<file path="config.mk">
export PLATFORM = sky130hd
export DESIGN_NAME = xlc_cache
export DESIGN_NICKNAME = d
export VERILOG_FILES = /design/src/rtl/xlc_pkg.sv /design/src/rtl/xlc_match.sv /design/src/rtl/xlc_victim.sv /design/src/rtl/xlc_cache.sv
export SDC_FILE = /design/constraint.sdc
export NUM_CORES = 1
export LEC_CHECK = 0
export BUFFER_PORTS_ARGS = -buffer_cell sky130_fd_sc_hd__buf_2
export CAP_MARGIN = 0
export CORE_UTILIZATION = 65
export DETAILED_ROUTE_END_ITERATION = 12
export HOLD_SLACK_MARGIN = 0.06
export PLACE_DENSITY = 0.95
export SETUP_SLACK_MARGIN = 0.3
export SYNTH_ARGS = -nofsm -noshare
export SYNTH_HDL_FRONTEND = slang
export SYNTH_SLANG_ARGS = --single-unit
</file>
<file path="constraint.sdc">
create_clock -name clk -period 10.55 [get_ports clk]
set_input_delay 1.5825 -clock clk [delete_from_list [all_inputs] [get_ports clk]]
set_output_delay 1.5825 -clock clk [all_outputs]
set_load 0.02 [all_outputs]
</file>
<file path="src/rtl/xlc_pkg.sv">
package xlc_pkg;
   // Permission bit positions inside a page-table word returned by the walker
   localparam int PTE_RD_BIT = 1;
   localparam int PTE_WR_BIT = 2;

   typedef struct packed {
      logic rd;
      logic wr;
   } xlc_perm_t;
endpackage

</file>
<file path="src/rtl/xlc_match.sv">
module xlc_match #(
   parameter int ENTRIES = 8,
   parameter int TAG_W   = 20,
   localparam int IDX_W  = (ENTRIES > 1) ? $clog2(ENTRIES) : 1
) (
   input  logic [ENTRIES-1:0] valid,
   input  logic [TAG_W-1:0]   tags [ENTRIES],
   input  logic [TAG_W-1:0]   key,
   output logic [ENTRIES-1:0] hit_vec,
   output logic               hit_any,
   output logic [IDX_W-1:0]   hit_idx
);
   for (genvar e = 0; e < ENTRIES; e++) begin : g_cmp
      assign hit_vec[e] = valid[e] && (tags[e] == key);
   end

   assign hit_any = |hit_vec;

   always_comb begin
      hit_idx = '0;
      for (int i = 0; i < ENTRIES; i++) begin
         if (hit_vec[i]) hit_idx = IDX_W'(i);
      end
   end
endmodule

</file>
<file path="src/rtl/xlc_victim.sv">
module xlc_victim #(
   parameter int ENTRIES = 8,
   localparam int IDX_W  = (ENTRIES > 1) ? $clog2(ENTRIES) : 1
) (
   input  logic             clk,
   input  logic             rst_n,
   input  logic             advance,
   output logic [IDX_W-1:0] ptr
);
   localparam logic [IDX_W-1:0] LAST = IDX_W'(ENTRIES - 1);

   always_ff @(posedge clk or negedge rst_n) begin
      if (!rst_n)        ptr <= '0;
      else if (advance)  ptr <= (ptr == LAST) ? '0 : ptr + 1'b1;
   end
endmodule

</file>
<file path="src/rtl/xlc_cache.sv">
module xlc_cache #(
   parameter int VA_W      = 32,
   parameter int PAGE_BITS = 12,
   parameter int ENTRIES   = 8
) (
   input  logic                      clk,
   input  logic                      rst_n,
   input  logic                      paging_en,
   input  logic                      lk_valid,
   input  logic [VA_W-1:0]           lk_iova,
   output logic                      lk_hit,
   output logic [VA_W-1:0]           lk_paddr,
   output logic                      lk_rd_ok,
   output logic                      lk_wr_ok,
   output logic                      fill_req,
   output logic [VA_W-PAGE_BITS-1:0] fill_req_vpn,
   input  logic                      fill_valid,
   input  logic [VA_W-PAGE_BITS-1:0] fill_vpn,
   input  logic [VA_W-1:0]           fill_pte,
   input  logic                      zap_line_valid,
   input  logic [VA_W-1:0]           zap_line_iova,
   input  logic                      zap_all,
   input  logic                      fault_done
);
   import xlc_pkg::*;

   localparam int TAG_W = VA_W - PAGE_BITS;
   localparam int IDX_W = (ENTRIES > 1) ? $clog2(ENTRIES) : 1;

   if (ENTRIES < 2) begin : g_bad_entries
      $error("xlc_cache: ENTRIES must be at least 2");
   end
   if (PAGE_BITS <= PTE_WR_BIT || PAGE_BITS >= VA_W) begin : g_bad_page
      $error("xlc_cache: PAGE_BITS must exceed the permission bits and be below VA_W");
   end

   logic [ENTRIES-1:0] valid_vec;
   logic [TAG_W-1:0]   tag_arr  [ENTRIES];
   logic [TAG_W-1:0]   ppn_arr  [ENTRIES];
   xlc_perm_t          perm_arr [ENTRIES];

   logic [TAG_W-1:0] lk_vpn, zl_vpn;
   assign lk_vpn = lk_iova[VA_W-1:PAGE_BITS];
   assign zl_vpn = zap_line_iova[VA_W-1:PAGE_BITS];

   // Three parallel comparisons: lookup, fill and single-line shootdown
   logic [ENTRIES-1:0] lk_vec, fl_vec, zl_vec;
   logic               lk_any, fl_any, zl_any;
   logic [IDX_W-1:0]   lk_idx, fl_idx, zl_idx;

   xlc_match #(.ENTRIES(ENTRIES), .TAG_W(TAG_W)) u_lk_match (
      .valid(valid_vec), .tags(tag_arr), .key(lk_vpn),
      .hit_vec(lk_vec), .hit_any(lk_any), .hit_idx(lk_idx));

   xlc_match #(.ENTRIES(ENTRIES), .TAG_W(TAG_W)) u_fl_match (
      .valid(valid_vec), .tags(tag_arr), .key(fill_vpn),
      .hit_vec(fl_vec), .hit_any(fl_any), .hit_idx(fl_idx));

   xlc_match #(.ENTRIES(ENTRIES), .TAG_W(TAG_W)) u_zl_match (
      .valid(valid_vec), .tags(tag_arr), .key(zl_vpn),
      .hit_vec(zl_vec), .hit_any(zl_any), .hit_idx(zl_idx));

   // Round-robin victim, advanced only by a fresh allocation
   logic [IDX_W-1:0] vic_ptr;
   xlc_victim #(.ENTRIES(ENTRIES)) u_victim (
      .clk(clk), .rst_n(rst_n),
      .advance(fill_valid && !fl_any),
      .ptr(vic_ptr));

   logic kill_all, fill_kill;
   assign kill_all  = zap_all || fault_done;
   assign fill_kill = kill_all || (zap_line_valid && (zl_vpn == fill_vpn));

   xlc_perm_t fill_perm;
   assign fill_perm = '{rd: fill_pte[PTE_RD_BIT], wr: fill_pte[PTE_WR_BIT]};

   for (genvar e = 0; e < ENTRIES; e++) begin : g_ent
      logic             v_q;
      logic [TAG_W-1:0] t_q;
      logic [TAG_W-1:0] p_q;
      xlc_perm_t        a_q;
      logic             wr_sel;

      assign wr_sel = fill_valid &&
                      (fl_any ? fl_vec[e] : (vic_ptr == IDX_W'(e)));

      always_ff @(posedge clk or negedge rst_n) begin
         if (!rst_n) begin
            v_q <= 1'b0;
            t_q <= '0;
            p_q <= '0;
            a_q <= '0;
         end else if (wr_sel) begin
            v_q <= !fill_kill;
            t_q <= fill_vpn;
            p_q <= fill_pte[VA_W-1:PAGE_BITS];
            a_q <= fill_perm;
         end else if (kill_all || (zap_line_valid && zl_vec[e])) begin
            v_q <= 1'b0;
         end
      end

      assign valid_vec[e] = v_q;
      assign tag_arr[e]   = t_q;
      assign ppn_arr[e]   = p_q;
      assign perm_arr[e]  = a_q;
   end

   // Lookup result: bypass when paging is off, else the hitting entry
   always_comb begin
      if (!paging_en) begin
         lk_hit   = lk_valid;
         lk_paddr = lk_iova;
         lk_rd_ok = 1'b1;
         lk_wr_ok = 1'b1;
      end else begin
         lk_hit   = lk_valid && lk_any;
         lk_paddr = {ppn_arr[lk_idx], lk_iova[PAGE_BITS-1:0]};
         lk_rd_ok = perm_arr[lk_idx].rd;
         lk_wr_ok = perm_arr[lk_idx].wr;
      end
   end

   assign fill_req     = lk_valid && paging_en && !lk_any;
   assign fill_req_vpn = lk_vpn;
endmodule

</file>
* After elaboration in Yosys (flattened, before gate mapping)
Cells that the tools add are included.
Word-level totals: bits of input ports 124, bits in read-only memories 0, logic and storage cells 187, latch bits 0, register bits after elaboration 347, bits in writable memories 0, memories kept 0, output and inout bits 56
Cells by class: shift-type cells 0, add/subtract/negate cells 1, multipliers 0, reduce and logical (&&, ||, !) cells 69, magnitude comparators 1, bitwise operators 1, equality and inequality tests 32, divide/modulo/power cells 0, multiplexer cells 42
Operators by type and width (number):
- 20-bit equality test | 25
- 20-bit binary-select mux with 3-bit select | 1
- 1-bit logical AND | 45
- 20-bit 2-to-1 mux | 2
- 32-bit 2-to-1 mux | 1
- 1-bit 2-to-1 mux | 28
- 2-bit nonzero test | 8
- 8-bit OR reduction | 2
- 3-bit 2-to-1 mux | 5
- 3-bit equality test (second input constant) | 4
- 1-bit logical OR | 10
- 2-bit 2-to-1 mux | 4
- 2-bit binary-select mux with 3-bit select | 1
- 3-bit by 2-bit equality test with 1-bit output (second input constant) | 2
- 4-bit greater-or-equal comparator (second input constant) | 1
- 3-bit NOT with 4-bit output | 1
- 3-bit by 1-bit adder with 3-bit output (second input constant) | 1
- 3-bit by 1-bit equality test with 1-bit output (second input constant) | 1
- 1-bit zero test | 3
- 3-bit zero test | 1

* Logic depth before layout (Yosys ltp)
depth after elaboration 14, gate-level depth with buffers 14, gate-level depth less buffers 9

* Cells and area by module
A second synthesis with hierarchy kept.
Unflattened totals: cell total of the unflattened synthesis 1734, area, all modules 21610.7 µm²
By module, submodules not included:
- xlc_cache | seq. area each 8608.3 µm², cells each 979, area each 15068.2 µm², instances 1
- xlc_match | seq. area each 0.0 µm², cells each 248, area each 2133.3 µm², instances 3
- xlc_victim | seq. area each 75.1 µm², cells each 11, area each 142.6 µm², instances 1

* Worst setup path after synthesis
OpenSTA, ideal clock, no wires.
path kind input port to output port, start point in lk_iova[15], end point out lk_paddr[14], buffers on the path 3, data required time 8.968 ns, cell stages on the path 12, slack 4.637 ns, arrival 4.330 ns, cell sequence buf_2 xor2_1 or4b_1 nor4_1 o211ai_1 a311oi_4 buf_4 buf_6 nand2_1 a21oi_1 a211oi_1 nor3_1
On the way: word-level cells in the longest chain between the ends 14, elaborated cells between the ends (all ways) 26, classes of those cells eq/ne (7); mux (11); bitwise (1); reduce/logical (7)
RTL lines:
- from (decl) | RTL line xlc_cache.sv:10 | input logic [VA_W-1:0] lk_iova,
- 20-bit equality test | RTL line xlc_match.sv:14 | assign hit_vec[e] = valid[e] && (tags[e] == key);
- 1-bit logical AND | RTL line xlc_match.sv:14
- 1-bit 2-to-1 mux | RTL line xlc_match.sv:22 | if (hit_vec[i]) hit_idx = IDX_W'(i);
- 2-bit 2-to-1 mux (2 in series) | RTL line xlc_match.sv:22
- 3-bit 2-to-1 mux (3 in series) | RTL line xlc_match.sv:22
- 3-bit 2-to-1 mux (*) | RTL line xlc_match.sv:22
- 3-bit NOT with 4-bit output (implied by the code) (*) | RTL line xlc_cache.sv:118 | lk_paddr = {ppn_arr[lk_idx], lk_iova[PAGE_BITS-1:0]};
- 20-bit binary-select mux with 3-bit select (*) | RTL line xlc_cache.sv:118
- 20-bit 2-to-1 mux (implied by the code) (*) (2 in series) | RTL line xlc_cache.sv:118
- 32-bit 2-to-1 mux (*) | RTL line xlc_cache.sv:111 | if (!paging_en) begin
- to (decl) | RTL line xlc_cache.sv:12 | output logic [VA_W-1:0] lk_paddr,
Mark *: on every way between the ends. The rest lies on a longest branch, timed or not. The select of a mux whose other input is x is not followed.

* Worst setup path after layout
start point in lk_iova[22], end point out lk_paddr[27]
The elaborated chain is that of the path after synthesis.

==> impl_metrics.xml <==
<?xml version="1.0" encoding="UTF-8"?>
<metrics>
  <group name="floorplanning">
    <metric name="row_count" unit="">66</metric>
    <metric name="initial_utilization" unit="%">66.3</metric>
    <metric name="ioPinCount" unit="">180</metric>
    <metric name="design.core.area" unit="sq mm">0.0327</metric>
    <metric name="floorplan.die_area" unit="sq mm">0.0341</metric>
    <metric name="die_h" unit="um">185</metric>
    <metric name="die_w" unit="um">185</metric>
  </group>
  <group name="route">
    <metric name="vias" unit="">17183</metric>
    <metric name="drt-total-wl" unit="um">70600</metric>
    <metric name="drt-wirelength-per-cell" unit="um">29.1</metric>
    <metric name="drc_errors" unit="">0</metric>
    <metric name="route.antenna.remaining_nets" unit="">0</metric>
    <metric name="first_pass_iteration_count_of_the_detailed_router" unit="">5</metric>
    <metric name="detail_route.iter0.violations" unit="">2057</metric>
    <metric name="via_cell_ratio" unit="">7.08</metric>
  </group>
  <group name="sta">
    <metric name="timing.final.max_slew_violations" unit="">0</metric>
    <metric name="max_frequency" unit="MHz">120</metric>
    <metric name="layout_min_cycle_time" unit="ps">8300</metric>
    <metric name="final_critical_path_setup_slack" unit="ps">2250</metric>
    <metric name="tns" unit="ps">0</metric>
    <metric name="finalSetupViolations" unit="">0</metric>
    <metric name="maxSlewHeadroom" unit="%">8.82</metric>
    <metric name="timing_hold_violations_final" unit="">0</metric>
    <metric name="grt_setup_unrepaired" unit="">false</metric>
    <metric name="skew" unit="ps">28.2</metric>
    <metric name="worstMarginPinSlew" unit="ps">1360</metric>
    <metric name="timing.final.crit_share" unit="%">78.7</metric>
  </group>
  <group name="global_route">
    <metric name="grt_max_degree" unit="">124</metric>
    <metric name="grt_antenna_before_repair" unit="">2</metric>
    <metric name="grt_pass1_vias" unit="">17729</metric>
    <metric name="grt.met2_usage" unit="%">63.8</metric>
    <metric name="top_usage_layer" unit="">met2</metric>
    <metric name="grt.overflow.total" unit="">0</metric>
    <metric name="wire_length_of_the_first_global_routing_pass" unit="um">106000</metric>
    <metric name="met3_usage_grt" unit="%">14.2</metric>
    <metric name="global_route.usage.total" unit="%">42.3</metric>
    <metric name="gr-usage-met1" unit="%">51.1</metric>
  </group>
  <group name="clock_network">
    <metric name="path_clk_slew" unit="ps">60</metric>
    <metric name="ctsRootBufferMaster" unit="">sky130_fd_sc_hd__clkbuf_16</metric>
    <metric name="postCtsResizedCells" unit="">0</metric>
    <metric name="cts_made_buffers" unit="">37</metric>
    <metric name="clk_path_buf_depth" unit="">3</metric>
    <metric name="clk-insertion-delay-late" unit="ps">560</metric>
    <metric name="cts-htree-levels" unit="">2</metric>
    <metric name="cts_hold_repair.buffers" unit="">0</metric>
    <metric name="cts.repair_timing.setup_buffer_count" unit="">0</metric>
    <metric name="tritoncts" unit="">built</metric>
    <metric name="cts_sinks" unit="">347</metric>
  </group>
  <group name="power_and_ir_drop">
    <metric name="static_leakage_power" unit="uW">0.00915</metric>
    <metric name="p_int" unit="uW">4110</metric>
    <metric name="power.share.clock" unit="%">21.1</metric>
    <metric name="power.share.switching" unit="%">36.4</metric>
    <metric name="power_switching" unit="uW">2350</metric>
    <metric name="power_density" unit="mW/mm^2">276</metric>
    <metric name="worst_vdd_ir" unit="V">0.000191</metric>
    <metric name="comb_power_share" unit="%">36.6</metric>
    <metric name="power_frac_seq" unit="%">42.3</metric>
  </group>
  <group name="logic_synthesis">
    <metric name="combinational_family_with_the_most_area_after_synthesis" unit="">XOR/XNOR gates</metric>
    <metric name="synth_compound_gate_area_share" unit="%">6.23</metric>
    <metric name="ys_seq_elements" unit="">347</metric>
    <metric name="syn_area_per_cell" unit="sq um">11.1</metric>
    <metric name="synth_seq_area_share" unit="%">40.0</metric>
    <metric name="synth_nets" unit="">2085</metric>
    <metric name="synth-adder-area-share" unit="%">0.346</metric>
    <metric name="synth_cell_area" unit="sq mm">0.0217</metric>
    <metric name="netlist_instances" unit="">1955</metric>
    <metric name="synth_enable_flop_cells" unit="">0</metric>
    <metric name="synth_mux_area_share" unit="%">19.0</metric>
    <metric name="synth-warning-count" unit="">0</metric>
    <metric name="synth_async_sr_flop_share" unit="%">100</metric>
    <metric name="synth-xor-area-share" unit="%">20.2</metric>
    <metric name="synth_top_flop_cell" unit="">sky130_fd_sc_hd__dfrtp_1</metric>
    <metric name="yosysUniqueCellTypes" unit="">58</metric>
    <metric name="post_synth_and_or_nand_nor_area_fraction" unit="%">9.41</metric>
  </group>
  <group name="setup_path">
    <metric name="timing.critical_path.cells" unit="">buf_2 &gt; xor2_1 &gt; or4b_1 &gt; nor4_1 &gt; o211ai_1 &gt; a311oi_4 &gt; buf_4 &gt; or2_1 &gt; o21bai_1 &gt; or3_1 &gt; o221a_1 &gt; buf_2</metric>
    <metric name="crit_path_max_fanout" unit="">88</metric>
    <metric name="worstSetupEndpointType" unit="">primary output</metric>
    <metric name="path_common_cell" unit="">sky130_fd_sc_hd__buf_2</metric>
    <metric name="highest_cell_delay_on_the_worst_timing_path" unit="ps">890</metric>
    <metric name="timing.critical_path.buf_inv" unit="">3</metric>
    <metric name="kind_of_launch_point_of_the_worst_setup_path" unit="">input port</metric>
    <metric name="cpLargestDelayFamily" unit="">simple AND/OR/NAND/NOR gates</metric>
    <metric name="worst_ep_arrival" unit="ps">6720</metric>
    <metric name="criticalPathCategory" unit="">in2out</metric>
    <metric name="critPathRequiredTime" unit="ps">8970</metric>
    <metric name="critPathSlowestCell" unit="">sky130_fd_sc_hd__or2_1</metric>
  </group>
  <group name="finish">
    <metric name="final_nets" unit="">2087</metric>
    <metric name="drive_above_1_share" unit="%">30.1</metric>
    <metric name="syn2layout_area_growth" unit="%">7.94</metric>
    <metric name="fin_cells" unit="">2427</metric>
    <metric name="diodes" unit="">0</metric>
  </group>
  <group name="min_path">
    <metric name="hold_class" unit="">reg2reg</metric>
  </group>
  <group name="placed_design">
    <metric name="weighted_congestion_at_the_end_of_routability_driven_global_placement" unit="">1.02</metric>
    <metric name="place.port_buffers" unit="">133</metric>
    <metric name="dp.final_hpwl" unit="um">42200</metric>
    <metric name="placedCellCount" unit="">2360</metric>
    <metric name="pre_cts_ws" unit="ps">2750</metric>
  </group>
  <group name="flow_run">
    <metric name="maxCapViolCount" unit="">0</metric>
  </group>
  <group name="run_status">
    <metric name="run_status" unit="">finished, final reports clean</metric>
  </group>
</metrics>
[cells in the mapped netlist (22+ instances only)]
library cell               instances  share of area (%)
sky130_fd_sc_hd__nand2_1          39               0.67
sky130_fd_sc_hd__nor2_1           34               0.59
sky130_fd_sc_hd__buf_2            76                1.8
sky130_fd_sc_hd__nand3b_1         22               0.76
sky130_fd_sc_hd__nand3_1          35               0.81
sky130_fd_sc_hd__xor2_1          161                6.5
sky130_fd_sc_hd__buf_4            47                1.6
sky130_fd_sc_hd__nor3_1           26               0.60
sky130_fd_sc_hd__clkbuf_1         65                1.1
sky130_fd_sc_hd__mux2_2          363                 19
sky130_fd_sc_hd__o21ai_0          34               0.78
sky130_fd_sc_hd__xnor2_1         339                 14
sky130_fd_sc_hd__a21oi_1          24               0.55
sky130_fd_sc_hd__a211oi_1         40                1.4
sky130_fd_sc_hd__dfrtp_1         347                 40
sky130_fd_sc_hd__nor4_1           69                2.0
sky130_fd_sc_hd__nand4_1          91                2.6
[cells in the final DEF, fill, tap and decap left out, drive strengths merged, types with 4 or more instances in the layout]
cell type,count
clkinv,8
ha,6
mux2,363
a41oi,8
o221ai,21
inv,9
nand2,39
buf,156
or4,4
nand3b,22
xnor2,339
dfrtp,347
a221o,19
nor4b,5
nor3,26
clkbuf,55
xor2,161
nand4,91
nor4,70
and2,4
a211oi,41
o21ai,44
nand3,35
a21oi,24
nor2,34
or2,5
[per-layer routing]
layer | vias up | share of wire, % | routed length, um
li1 | 6949 | - | -
met1 | 8424 | 34 | 24100
met2 | 1333 | 43 | 30500
met3 | 473 | 14 | 10200
met4 | 4 | 8.4 | 5910
met5 | - | 0.047 | 33
[power groups by stage]
| stage | clock [uW] | combinational (uW) | sequential, uW |
|---|---|---|---|
| finish | 1360 | 2370 | 2740 |
| CTS | 1360 | 2330 | 2710 |
| global placement | 0 | 2170 | 2660 |
| global route | 1410 | 2530 | 2810 |
| detailed placement | 0 | 2290 | 2720 |
| floorplan | 0 | 1900 | 2520 |
[flip-flops by register name, summed over array words and instances, names as in the netlist]
signal	flops
g_ent.a_q	16
g_ent.v_q	8
g_ent.p_q	160
u_victim.ptr	3
g_ent.t_q	160
[worst paths after layout]
path	startpoint	end	slack (ps)	depth (start not counted)
min in group asynchronous	rst_n	g_ent[1].t_q[13]$_DFFE_PN0P_	1140	1
max in group asynchronous	rst_n	g_ent[7].p_q[7]$_DFFE_PN0P_	7020	3
worst min-delay path	g_ent[0].p_q[17]$_DFFE_PN0P_	g_ent[0].p_q[17]$_DFFE_PN0P_	500	1
worst min register to register	g_ent[0].p_q[17]$_DFFE_PN0P_	g_ent[0].p_q[17]$_DFFE_PN0P_	500	1
worst max-delay path	lk_iova[22]	lk_paddr[27]	2250	12
worst max register to register	g_ent[5].t_q[7]$_DFFE_PN0P_	g_ent[1].t_q[18]$_DFFE_PN0P_	6320	11
[metrics by stage]
stage	total power [uW]	area (sq um)	hold slack (ps)	utilization, %
after floorplan	4420	21700	471	-
after global placement	4830	22200	481	67.8
after detailed placement	5010	22200	488	67.8
after CTS	6400	23400	503	71.6
after global routing	6750	23400	515	71.6
final	6460	23400	501	71.6
[area by class of cell]
| class | count | area, sq um |
|---|---|---|
| Clock buffer | 55 | 1090 |
| Timing Repair Buffer | 156 | 848 |
| Inverter | 9 | 33.8 |
| Sequential cell | 347 | 8680 |
| Fill cell | 2180 | 9290 |
| Multi-Input combinational cell | 1406 | 12000 |
| Clock inverter | 12 | 164 |
| Tap cell | 442 | 553 |
[cell families (layout without fill, tap and decap cells)]
logic type / after synthesis / in the layout
xor gates and xnor gates: 500 / 500
buffers and inverters: 202 / 232
AOI/OAI and AO/OA: 181 / 181
muxes: 366 / 366
adders and majority gates: 6 / 6
and+or+nand+nor: 353 / 353
DFF: 347 / 347
Power figures use the tool's default switching activity.
